==> config.mk <==
export PLATFORM = sky130hd
export DESIGN_NAME = sdram_cmd_tracker
export DESIGN_NICKNAME = d
export VERILOG_FILES = /design/src/rtl/sdcmd_pkg.sv /design/src/rtl/sdcmd_decode.sv /design/src/rtl/sdcmd_bank.sv /design/src/rtl/sdcmd_burst.sv /design/src/rtl/sdram_cmd_tracker.sv
export SDC_FILE = /design/constraint.sdc
export NUM_CORES = 1
export LEC_CHECK = 0
export ABC_AREA = 1
export BUFFER_PORTS_ARGS = -buffer_cell sky130_fd_sc_hd__buf_2
export CORE_MARGIN = 2
export CORE_UTILIZATION = 55
export DETAILED_ROUTE_END_ITERATION = 12
export GPL_ROUTABILITY_DRIVEN = 0
export PLACE_DENSITY_LB_ADDON = 0.08
export SETUP_SLACK_MARGIN = 0.02
export SLEW_MARGIN = 25
export SYNTH_ARGS = -nofsm -noshare
export SYNTH_HDL_FRONTEND = slang
export SYNTH_SLANG_ARGS = --single-unit
==> constraint.sdc <==
create_clock -name clk -period 4.07 [get_ports clk]
set_input_delay 0.2035 -clock clk [delete_from_list [all_inputs] [get_ports clk]]
set_output_delay 0.2035 -clock clk [all_outputs]
set_load 0.02 [all_outputs]
==> src/rtl/sdcmd_pkg.sv <==
// Shared command codes and the burst-length lookup for the SDRAM command tracker.
// Assumes the mode register keeps its burst-length code in its three lowest bits.
package sdcmd_pkg;

    typedef enum logic [3:0] {
        CMD_NOP  = 4'd0,
        CMD_DESL = 4'd1,
        CMD_MRS  = 4'd2,
        CMD_REF  = 4'd3,
        CMD_PRE  = 4'd4,
        CMD_PALL = 4'd5,
        CMD_ACT  = 4'd6,
        CMD_WR   = 4'd7,
        CMD_WRA  = 4'd8,
        CMD_RD   = 4'd9,
        CMD_RDA  = 4'd10,
        CMD_BST  = 4'd11
    } cmd_e;

    localparam logic [2:0] BL_FULL_CODE = 3'd7;

    // Turns a burst-length code into a beat count; reserved codes count as one beat.
    function automatic int beats_of(input logic [2:0] code);
        case (code)
            3'd0:    return 1;
            3'd1:    return 2;
            3'd2:    return 4;
            3'd3:    return 8;
            default: return 1;
        endcase
    endfunction

endpackage

==> src/rtl/sdcmd_decode.sv <==
// Command decoder: maps the sampled control pins onto one command code.
// Assumes the pins are sampled at the same edge that uses the result; it has no state.
module sdcmd_decode
    import sdcmd_pkg::*;
(
    input  logic cke,
    input  logic cs_n,
    input  logic ras_n,
    input  logic cas_n,
    input  logic we_n,
    input  logic ap_bit,
    output cmd_e cmd
);

    // Picks the command from the strobe pattern; a held cycle gives a deselect.
    always_comb begin
        if (!cke || cs_n) begin
            cmd = CMD_DESL;
        end else begin
            case ({ras_n, cas_n, we_n})
                3'b000:  cmd = CMD_MRS;
                3'b001:  cmd = CMD_REF;
                3'b010:  cmd = ap_bit ? CMD_PALL : CMD_PRE;
                3'b011:  cmd = CMD_ACT;
                3'b100:  cmd = ap_bit ? CMD_WRA : CMD_WR;
                3'b101:  cmd = ap_bit ? CMD_RDA : CMD_RD;
                3'b110:  cmd = CMD_BST;
                default: cmd = CMD_NOP;
            endcase
        end
    end

endmodule

==> src/rtl/sdcmd_bank.sv <==
// One bank's state: an active flag and the row latched by the last activate.
// Assumes the caller never asks to open and close in the same cycle and never opens an active bank.
module sdcmd_bank #(
    parameter int ROW_W = 11
) (
    input  logic             clk,
    input  logic             rst_n,
    input  logic             open_req,
    input  logic             close_req,
    input  logic [ROW_W-1:0] row_in,
    output logic             active,
    output logic [ROW_W-1:0] row
);

    // Opens the bank and latches the row, or closes it.
    always_ff @(posedge clk) begin
        if (!rst_n) begin
            active <= 1'b0;
            row    <= '0;
        end else if (open_req) begin
            active <= 1'b1;
            row    <= row_in;
        end else if (close_req) begin
            active <= 1'b0;
        end
    end

    AST_NO_OPEN_CLOSE: assert property (@(posedge clk) disable iff (!rst_n)
        !(open_req && close_req));

    AST_ROW_HELD_OPEN: assert property (@(posedge clk) disable iff (!rst_n)
        ($past(rst_n) && $past(active)) |-> $stable(row));

endmodule

==> src/rtl/sdcmd_burst.sv <==
// Burst counter: tracks the running read/write burst and requests auto-precharge when it ends.
// Assumes the caller blocks a new start while an auto-precharge burst runs, and holds it on deselect.
module sdcmd_burst #(
    parameter int BEAT_MAX = 8,
    parameter int BEAT_W   = 4
) (
    input  logic              clk,
    input  logic              rst_n,
    input  logic              hold,
    input  logic              start,
    input  logic [BEAT_W-1:0] start_beats,
    input  logic              start_full,
    input  logic              start_ap,
    input  logic              start_bank,
    input  logic              stop,
    input  logic              kill,
    output logic              busy,
    output logic              ap_pending,
    output logic              ap_close,
    output logic              burst_bank
);

    logic [BEAT_W-1:0] cnt;
    logic              full_q;
    logic              ap_q;

    // Loads, ends or counts down the burst; frozen while the cycle is held.
    always_ff @(posedge clk) begin
        if (!rst_n) begin
            cnt        <= '0;
            full_q     <= 1'b0;
            ap_q       <= 1'b0;
            burst_bank <= 1'b0;
        end else if (!hold) begin
            if (start) begin
                cnt        <= start_full ? '0 : start_beats;
                full_q     <= start_full;
                ap_q       <= start_ap && !start_full;
                burst_bank <= start_bank;
            end else if (kill || (stop && full_q)) begin
                cnt    <= '0;
                full_q <= 1'b0;
                ap_q   <= 1'b0;
            end else if (cnt != '0) begin
                cnt <= cnt - BEAT_W'(1);
                if (cnt == BEAT_W'(1)) begin
                    ap_q <= 1'b0;
                end
            end
        end
    end

    // Reports the burst state and the closing pulse of the last beat.
    always_comb begin
        busy       = full_q || (cnt != '0);
        ap_pending = ap_q;
        ap_close   = !hold && ap_q && !full_q && (cnt == BEAT_W'(1));
    end

    AST_BEATS_IN_RANGE: assert property (@(posedge clk) disable iff (!rst_n)
        cnt <= BEAT_W'(BEAT_MAX));

    AST_AP_HAS_BEATS: assert property (@(posedge clk) disable iff (!rst_n)
        ap_q |-> (cnt != '0));

    AST_HELD_FREEZE: assert property (@(posedge clk) disable iff (!rst_n)
        ($past(rst_n) && $past(hold)) |-> ($stable(cnt) && $stable(full_q)));

endmodule

==> src/rtl/sdram_cmd_tracker.sv <==
// SDRAM command decoder with a two-bank tracker, the mode register and auto-precharge.
// Assumes the pins are synchronous to clk; illegal commands only pulse err and change no state.
module sdram_cmd_tracker
    import sdcmd_pkg::*;
#(
    parameter int ADDR_W   = 12,
    parameter int ROW_W    = 11,
    parameter int COL_W    = 8,
    parameter int AP_BIT   = 10,
    parameter int BEAT_MAX = 8
) (
    input  logic                  clk,
    input  logic                  rst_n,
    input  logic                  cke,
    input  logic                  cs_n,
    input  logic                  ras_n,
    input  logic                  cas_n,
    input  logic                  we_n,
    input  logic [ADDR_W-1:0]     addr,
    output logic [3:0]            cmd_code,
    output logic                  cmd_bank,
    output logic [ROW_W-1:0]      cmd_row,
    output logic [COL_W-1:0]      cmd_col,
    output logic [1:0]            bank_active,
    output logic [2*ROW_W-1:0]    open_rows,
    output logic [ADDR_W-1:0]     mode_reg,
    output logic                  mode_valid,
    output logic                  burst_busy,
    output logic                  err
);

    localparam int NBANK    = 2;
    localparam int BANK_BIT = ADDR_W - 1;
    localparam int BEAT_W   = $clog2(BEAT_MAX + 1);

    cmd_e              cur_cmd;
    cmd_e              cmd_q;
    logic              held;
    logic              sel_bank;
    logic              sel_open;
    logic              any_open;
    logic              is_access;
    logic              acc_ok;
    logic              act_ok;
    logic              mrs_ok;
    logic              bad;
    logic              kill;
    logic              stop;
    logic [BEAT_W-1:0] start_beats;
    logic              start_full;
    logic              start_ap;
    logic [NBANK-1:0]  open_req;
    logic [NBANK-1:0]  close_req;
    logic [NBANK-1:0]  bank_active_w;
    logic [2*ROW_W-1:0] open_rows_w;
    logic [ADDR_W-1:0] mode_q;
    logic              mode_ok_q;
    logic              busy_w;
    logic              ap_pending;
    logic              ap_close;
    logic              burst_bank;
    logic              err_q;
    logic              bank_q;
    logic [ROW_W-1:0]  row_q;
    logic [COL_W-1:0]  col_q;

    sdcmd_decode u_decode (
        .cke    (cke),
        .cs_n   (cs_n),
        .ras_n  (ras_n),
        .cas_n  (cas_n),
        .we_n   (we_n),
        .ap_bit (addr[AP_BIT]),
        .cmd    (cur_cmd)
    );

    // Checks the decoded command against bank and mode state.
    always_comb begin
        held      = (cur_cmd == CMD_DESL);
        sel_bank  = addr[BANK_BIT];
        sel_open  = bank_active_w[sel_bank];
        any_open  = |bank_active_w;
        is_access = (cur_cmd == CMD_WR) || (cur_cmd == CMD_WRA) ||
                    (cur_cmd == CMD_RD) || (cur_cmd == CMD_RDA);
        start_ap  = (cur_cmd == CMD_WRA) || (cur_cmd == CMD_RDA);
        acc_ok    = is_access && sel_open && mode_ok_q && !ap_pending;
        act_ok    = (cur_cmd == CMD_ACT) && !sel_open;
        mrs_ok    = (cur_cmd == CMD_MRS) && !any_open;
        bad       = (is_access && !acc_ok) ||
                    ((cur_cmd == CMD_ACT) && sel_open) ||
                    (((cur_cmd == CMD_MRS) || (cur_cmd == CMD_REF)) && any_open);
        kill      = (cur_cmd == CMD_PALL) ||
                    ((cur_cmd == CMD_PRE) && (sel_bank == burst_bank));
        stop      = (cur_cmd == CMD_BST);
    end

    // Derives the length of a new burst from the mode register.
    always_comb begin
        start_full  = (mode_q[2:0] == BL_FULL_CODE);
        start_beats = BEAT_W'(beats_of(mode_q[2:0]));
    end

    // Builds the open and close requests for each bank.
    always_comb begin
        for (int b = 0; b < NBANK; b++) begin
            open_req[b]  = act_ok && (sel_bank == 1'(b));
            close_req[b] = (cur_cmd == CMD_PALL) ||
                           ((cur_cmd == CMD_PRE) && (sel_bank == 1'(b))) ||
                           (ap_close && (burst_bank == 1'(b)));
        end
    end

    for (genvar g = 0; g < NBANK; g++) begin : g_bank
        sdcmd_bank #(
            .ROW_W (ROW_W)
        ) u_bank (
            .clk       (clk),
            .rst_n     (rst_n),
            .open_req  (open_req[g]),
            .close_req (close_req[g]),
            .row_in    (addr[ROW_W-1:0]),
            .active    (bank_active_w[g]),
            .row       (open_rows_w[g*ROW_W +: ROW_W])
        );
    end

    sdcmd_burst #(
        .BEAT_MAX (BEAT_MAX),
        .BEAT_W   (BEAT_W)
    ) u_burst (
        .clk         (clk),
        .rst_n       (rst_n),
        .hold        (held),
        .start       (acc_ok),
        .start_beats (start_beats),
        .start_full  (start_full),
        .start_ap    (start_ap),
        .start_bank  (sel_bank),
        .stop        (stop),
        .kill        (kill),
        .busy        (busy_w),
        .ap_pending  (ap_pending),
        .ap_close    (ap_close),
        .burst_bank  (burst_bank)
    );

    // Registers the command, its address fields, the error pulse and the mode register.
    always_ff @(posedge clk) begin
        if (!rst_n) begin
            cmd_q     <= CMD_NOP;
            bank_q    <= 1'b0;
            row_q     <= '0;
            col_q     <= '0;
            err_q     <= 1'b0;
            mode_q    <= '0;
            mode_ok_q <= 1'b0;
        end else begin
            cmd_q <= cur_cmd;
            err_q <= bad;
            if (!held) begin
                bank_q <= sel_bank;
                row_q  <= addr[ROW_W-1:0];
                col_q  <= addr[COL_W-1:0];
            end
            if (mrs_ok) begin
                mode_q    <= addr;
                mode_ok_q <= 1'b1;
            end
        end
    end

    // Drives the ports from the registered state.
    always_comb begin
        cmd_code    = cmd_q;
        cmd_bank    = bank_q;
        cmd_row     = row_q;
        cmd_col     = col_q;
        bank_active = bank_active_w;
        open_rows   = open_rows_w;
        mode_reg    = mode_q;
        mode_valid  = mode_ok_q;
        burst_busy  = busy_w;
        err         = err_q;
    end

    AST_DESL_FREEZE: assert property (@(posedge clk) disable iff (!rst_n)
        ($past(rst_n) && $past(held)) |-> ($stable(bank_active_w) && $stable(mode_q)));

    AST_MODE_SET_IDLE: assert property (@(posedge clk) disable iff (!rst_n)
        $rose(mode_ok_q) |-> ($past(bank_active_w) == '0));

    AST_BAD_ACT_KEEPS_ROW: assert property (@(posedge clk) disable iff (!rst_n)
        ($past(rst_n) && err_q && (cmd_q == CMD_ACT)) |-> $stable(open_rows_w));

    AST_AP_SHUTS_BANK: assert property (@(posedge clk) disable iff (!rst_n)
        ($past(rst_n) && $past(ap_close)) |-> !bank_active_w[$past(burst_bank)]);

endmodule

After elaboration in Yosys (flattened, before gate mapping):

Cells that the tools add are included.

* add/sub/neg operators: 1
* $mul: 0
* divide/modulo/power cells: 0
* magnitude comparators: 1
* equal/unequal tests: 23
* shift operators: 0
* mux-type cells: 22
* bitwise operators: 3
* reductions and logical operators: 55

Operators with widths (count)
* $pmux 4 s7: 1
* $mux 4: 6
* $logic_and 1x1->1: 20
* $eq 4x3->1 const B: 4
* $eq 4x4->1 const B: 4
* $logic_or 1x1->1: 15
* $mux 1: 13
* $eq 3x2->1 const B: 4
* $eq 3x3->1 const B: 4
* $pmux 4 s3: 1
* $eq 4x1->1 const B: 2
* $eq 4x2->1 const B: 2
* $logic_not 1->1: 8
* $eq 3x1->1 const B: 2
* $reduce_and 2->1: 3
* $reduce_bool 2->1: 3
* $reduce_bool 3->1: 2
* $reduce_bool 4->1: 1
* $sub 4x1->4 const B: 1
* $logic_not 3->1: 1
* $not 1->1: 3
* $reduce_and 3->1: 1
* $lt 1x2->1 const B: 1
* $mux 2: 1
* 2 further kinds: 2

* register bits after elaboration: 69
* bits in latches: 0
* memory bits (writable): 0
* bits in read-only memories: 0
* bits of input ports: 19
* output and inout port bits: 63
* logic and storage cells: 120
* memories kept: 0

Longest topological paths before layout:

* depth in word-level cells: 14
* mapped depth: 14

Modules after synthesis:

From an unflattened synthesis, not the netlist that was laid out.

* cells, all modules: 419
* area, all modules: 2880.3 um^2

Modules (own cells, without submodules)
* sdram_cmd_tracker: instances 1, cells each 212, area an instance 1405.1 um^2
* sdcmd_bank: instances 2, cells each 53, area an instance 434.2 um^2
* sdcmd_burst: instances 1, cells each 74, area an instance 493.0 um^2
* sdcmd_decode: instances 1, cells each 27, area an instance 113.9 um^2

Worst setup path after synthesis:

No wires, ideal clock.

* path kind: in2reg
* from: input cke
* to: register g_bank[0].u_bank.row[10]
* data arrival time: 1357 ps
* required time: 3954 ps
* slack: 2597 ps
* stages on the path: 9
* buffers on the path: 2
* cells stage by stage: inv_1 > nor2_4 > buf_4 > nand3_1 > nor3_2 > nand3_2 > buf_6 > o21ai_1 > a21oi_1

* cells in the longest elaborated chain, start to end: 6

Ends and longest elaborated chain
* from (decl): RTL line sdram_cmd_tracker.sv:14 `input logic cke,`
* $logic_not 1->1: RTL line sdcmd_decode.sv:17 `if (!cke || cs_n) begin`
* $logic_or 1x1->1: RTL line sdcmd_decode.sv:17
* $mux 4: RTL line sdcmd_decode.sv:17
* $eq 4x3->1: RTL line sdram_cmd_tracker.sv:87 `act_ok = (cur_cmd == CMD_ACT) && !sel_open;`
* $logic_and 1x1->1: RTL line sdram_cmd_tracker.sv:87
* $logic_and 1x1->1: RTL line sdram_cmd_tracker.sv:106 `open_req[b] = act_ok && (sel_bank == 1'(b));`
* to (signal assigned): RTL line sdcmd_bank.sv:22 `row <= row_in;`
* to (decl): RTL line sdcmd_bank.sv:12 `output logic [ROW_W-1:0] row`

Every way passes these cells.
A chain may end at the register's enable or synchronous reset.

Worst setup path in the final report:

* from: input cke
* to: register u_burst.cnt[1]

* cells in the longest elaborated chain, start to end: 12

Ends and longest elaborated chain
* $logic_not 1->1 *: RTL line sdcmd_decode.sv:17
* $logic_or 1x1->1 *: RTL line sdcmd_decode.sv:17
* $mux 4 *: RTL line sdcmd_decode.sv:17
* $eq 4x3->1 / $eq 4x4->1 (equally long branches): RTL line sdram_cmd_tracker.sv:83 `is_access = (cur_cmd == CMD_WR) || (cur_cmd == CMD_WRA) ||`
* $logic_or 1x1->1 (2 in series): RTL line sdram_cmd_tracker.sv:83
* $logic_or 1x1->1: RTL line sdram_cmd_tracker.sv:84 `(cur_cmd == CMD_RD) || (cur_cmd == CMD_RDA);`
* $logic_and 1x1->1 (3 in series): RTL line sdram_cmd_tracker.sv:86 `acc_ok = is_access && sel_open && mode_ok_q && !ap_pending;`
* $reduce_bool 3->1 (no source line)
* $reduce_and 2->1 (no source line)
* to (signal assigned): RTL line sdcmd_burst.sv:36 `cnt <= start_full ? '0 : start_beats;`
* to (signal assigned): RTL line sdcmd_burst.sv:45 `cnt <= cnt - BEAT_W'(1);`
* to (decl): RTL line sdcmd_burst.sv:23 `logic [BEAT_W-1:0] cnt;`

Mark *: on every way between the ends. The rest lies on a longest branch, timed or not.

==> results.yml <==
synthesis:
  ys_seq_elements: 61
  synth_edf_count: 0
  ys_seq_area_frac: 0.4483
  syn_area_um2: 2724
  yosys.area_share.simple: 0.2361
  synth_nets: 391
  synth-warning-count: 0
  synthAdderAreaFrac: 0.009187
  synth_cell_types: 29
  synth_top_family_by_area: "simple AND/OR/NAND/NOR gates"
  synthCells: 370
  synthMuxAreaShare: 0
  synth-compound-area-share: 0.1617
  synth.avg_cell_area_um2: 7.362
  async_flop_share: 0
  ys.flop_type: "dfxtp_1"
  synthXorXnorAreaFrac: 0.009646
pwr:
  powerDensity_nw_per_um2: 417.7
  ir_drop_mv: 0.2477
  seqPwrFrac: 0.464
  combPwrFrac: 0.133
  p_int_uw: 985.8
  fin_total_pwr_mw: 1.350
  leakagePower_nw: 1.569
  switching_share: 0.2697
  p_switching_uw: 364.0
  pwr-share-clk: 0.404
outcome:
  status: "complete, no violations"
timing:
  slew_headroom: 0.4960
  finalSetupViolCount: 0
  fin_skew_ns: 0.004102
  max_freq_mhz: 495.0
  hold_violations: 0
  min_period_ns: 2.020
  rsz0062_at_grt: "no"
  slew_viol_final: 0
  worst_slew_pin_slew_ns: 0.7561
  tns_ns: 0
  min_period_over_period: 0.4963
detailed_routing:
  via_count: 2548
  drc: 0
  drt_iter0_drc: 60
  met1_length_mm: 2.841
  drtAntennaViolNets: 0
  wl_per_cell_um: 12.64
  met3_wirelength_um: 358
  wl_mm: 6.406
  via_per_inst: 5.026
  dr.pass1.iters: 4
  met2_wirelength_mm: 3.066
  highest_layer: "met4"
critical_path:
  timing.rr.start: "g_bank[1].u_bank.active$_SDFFE_PN0P_"
  path_class: "primary input to register"
  cp.required_ns: 4.35
  worstSetupEndpoint: "u_burst.cnt[1]$_SDFFE_PN0P_"
  worstReg2RegEnd: "u_burst.cnt[1]$_SDFFE_PN0P_"
  setup.worst_path.start: "cke"
  r2r_setup_slack_ns: 2.33
  critPathMaxFanout: 22
  arrival_ns: 2.30
  r2r_cells: 9
  cp-end-kind: "register"
  cp-start-kind: "primary input"
global_route:
  grt_pass1_wl_mm: 10.14
  antenna_found_initial: 0
  grt_max_degree: 53
  grt_pass1_vias: 2252
  grt_overflow: 0
  track_usage: 0.2449
cts:
  cts.htree.levels: 3
  cts_made_buffers: 9
  cts_setup_buffers: 0
  clk_pin_slew_ns: 0.07
  post_cts_resized: 0
  insertion_delay_ns: 0.34
  cts_hold_buffers: 0
  cts_buffer_depth: 2
  root_buffer: "clkbuf_8"
  cts_tree: "done"
  cts.sinks: 61
final_layout:
  final_common_cell: "buf_2"
  most-common-layout-cells: "81 x buf_2, 61 x dfxtp_1, 57 x nor2_1"
  largest_reg_flops: 22
  area_growth_pct: 18.65
  drive_above_1_share: 0.2523
  fin_nets: 457
  num_antenna_cells: 0
floorplan:
  dieArea_um2: 5532
  core_um2: 4755
  die_y_um: 74.38
  start_util: 0.5729
  fp.dieW_um: 74.38
  io-pin-count: 82
  fp-row-count: 25
run:
  cap_violations: 0
hold_path:
  hold_class: "primary input to register"
placement:
  dp_hpwl_mm: 4.589
  place.port_buffers: 81
## worst min-delay path by stage
stage / endpoint / slack (ns) / cells past startpoint / startpoint
global placement: g_bank[1].u_bank.row[9]$_SDFFE_PN0P_ / 0.43 / 2 / g_bank[1].u_bank.row[9]$_SDFFE_PN0P_
global route: mode_reg[8]$_SDFFE_PN0P_ / 0.17 / 3 / addr[8]
CTS: cmd_row[0]$_SDFFE_PN0P_ / 0.16 / 3 / addr[0]
detailed placement: g_bank[0].u_bank.row[7]$_SDFFE_PN0P_ / 0.43 / 2 / g_bank[0].u_bank.row[7]$_SDFFE_PN0P_
floorplan: mode_reg[3]$_SDFFE_PN0P_ / 0.34 / 2 / addr[3]
finish: cmd_row[0]$_SDFFE_PN0P_ / 0.16 / 3 / addr[0]
## cell usage after synthesis (3+ instances only)
library cell | count | area [um^2]
a21oi_1 | 38 | 190.2
buf_2 | 3 | 15.01
buf_4 | 13 | 97.59
buf_6 | 4 | 45.04
clkbuf_1 | 6 | 22.52
dfxtp_1 | 61 | 1221
inv_1 | 48 | 180.2
nand2_1 | 42 | 157.7
nand3_1 | 14 | 70.07
nand4_1 | 10 | 62.56
nor2_1 | 57 | 214.0
nor3_1 | 3 | 15.01
o21ai_0 | 38 | 190.2
o21ai_1 | 9 | 45.04
xor2_1 | 3 | 26.28
## critical path, cell delays in order
cell	delay [ns]
buf_2	0.08
inv_1	0.05
nor2_4	0.39
inv_1	0.32
a21oi_1	0.25
a21oi_1	0.09
nor2_1	0.47
nand2_1	0.13
nor2_2	0.18
nor2_1	0.07
nor2_1	0.07
## logic make-up after synthesis
kind of cell             Yosys count
adder cells (fa/ha/maj)            2
AO/OA/AOI/OAI                     87
flip-flops                        61
AND/OR/NAND/NOR                  141
buffers and inverters             76
XOR/XNOR                           3
## routing by layer
metal / GRT usage / vias to the layer above
li1: - / 1317
met2: 0.4071 / 83
met3: 0.06775 / 12
met4: 0.1190 / 0
met1: 0.2917 / 1136
met5: 0 / -
## power groups by stage
stage | clock network (mW) | logic, mW | registers (mW)
after floorplan | 0 | 0.116 | 0.652
after global placement | 0 | 0.177 | 0.639
after detailed placement | 0 | 0.178 | 0.639
after CTS | 0.550 | 0.179 | 0.625
after global routing | 0.574 | 0.200 | 0.627
final | 0.545 | 0.179 | 0.626
## stage by stage
stage / util / hold slack (ns) / setup WS [ns] / std cells / area (um^2)
after floorplan: - / 0.3384 / 2.597 / 370 / 2724
after global placement: 0.6379 / 0.4303 / 1.789 / 492 / 3033
after detailed placement: 0.6379 / 0.4346 / 1.703 / 492 / 3033
after CTS: 0.6797 / 0.1558 / 2.062 / 507 / 3232
after global routing: 0.6797 / 0.1695 / 1.745 / 507 / 3232
final: 0.6797 / 0.1586 / 2.050 / 507 / 3232
## layout make-up
type	instances	area [um^2]
fillers	438	1523
repair buffers	81	405.4
well taps	67	83.83
clock buffers	11	151.4
multi-input cells	233	1135
flip-flops and latches	61	1221
inverters	50	187.7
clock inverters	4	47.55
No activity file was read; power rests on OpenSTA's default activity.
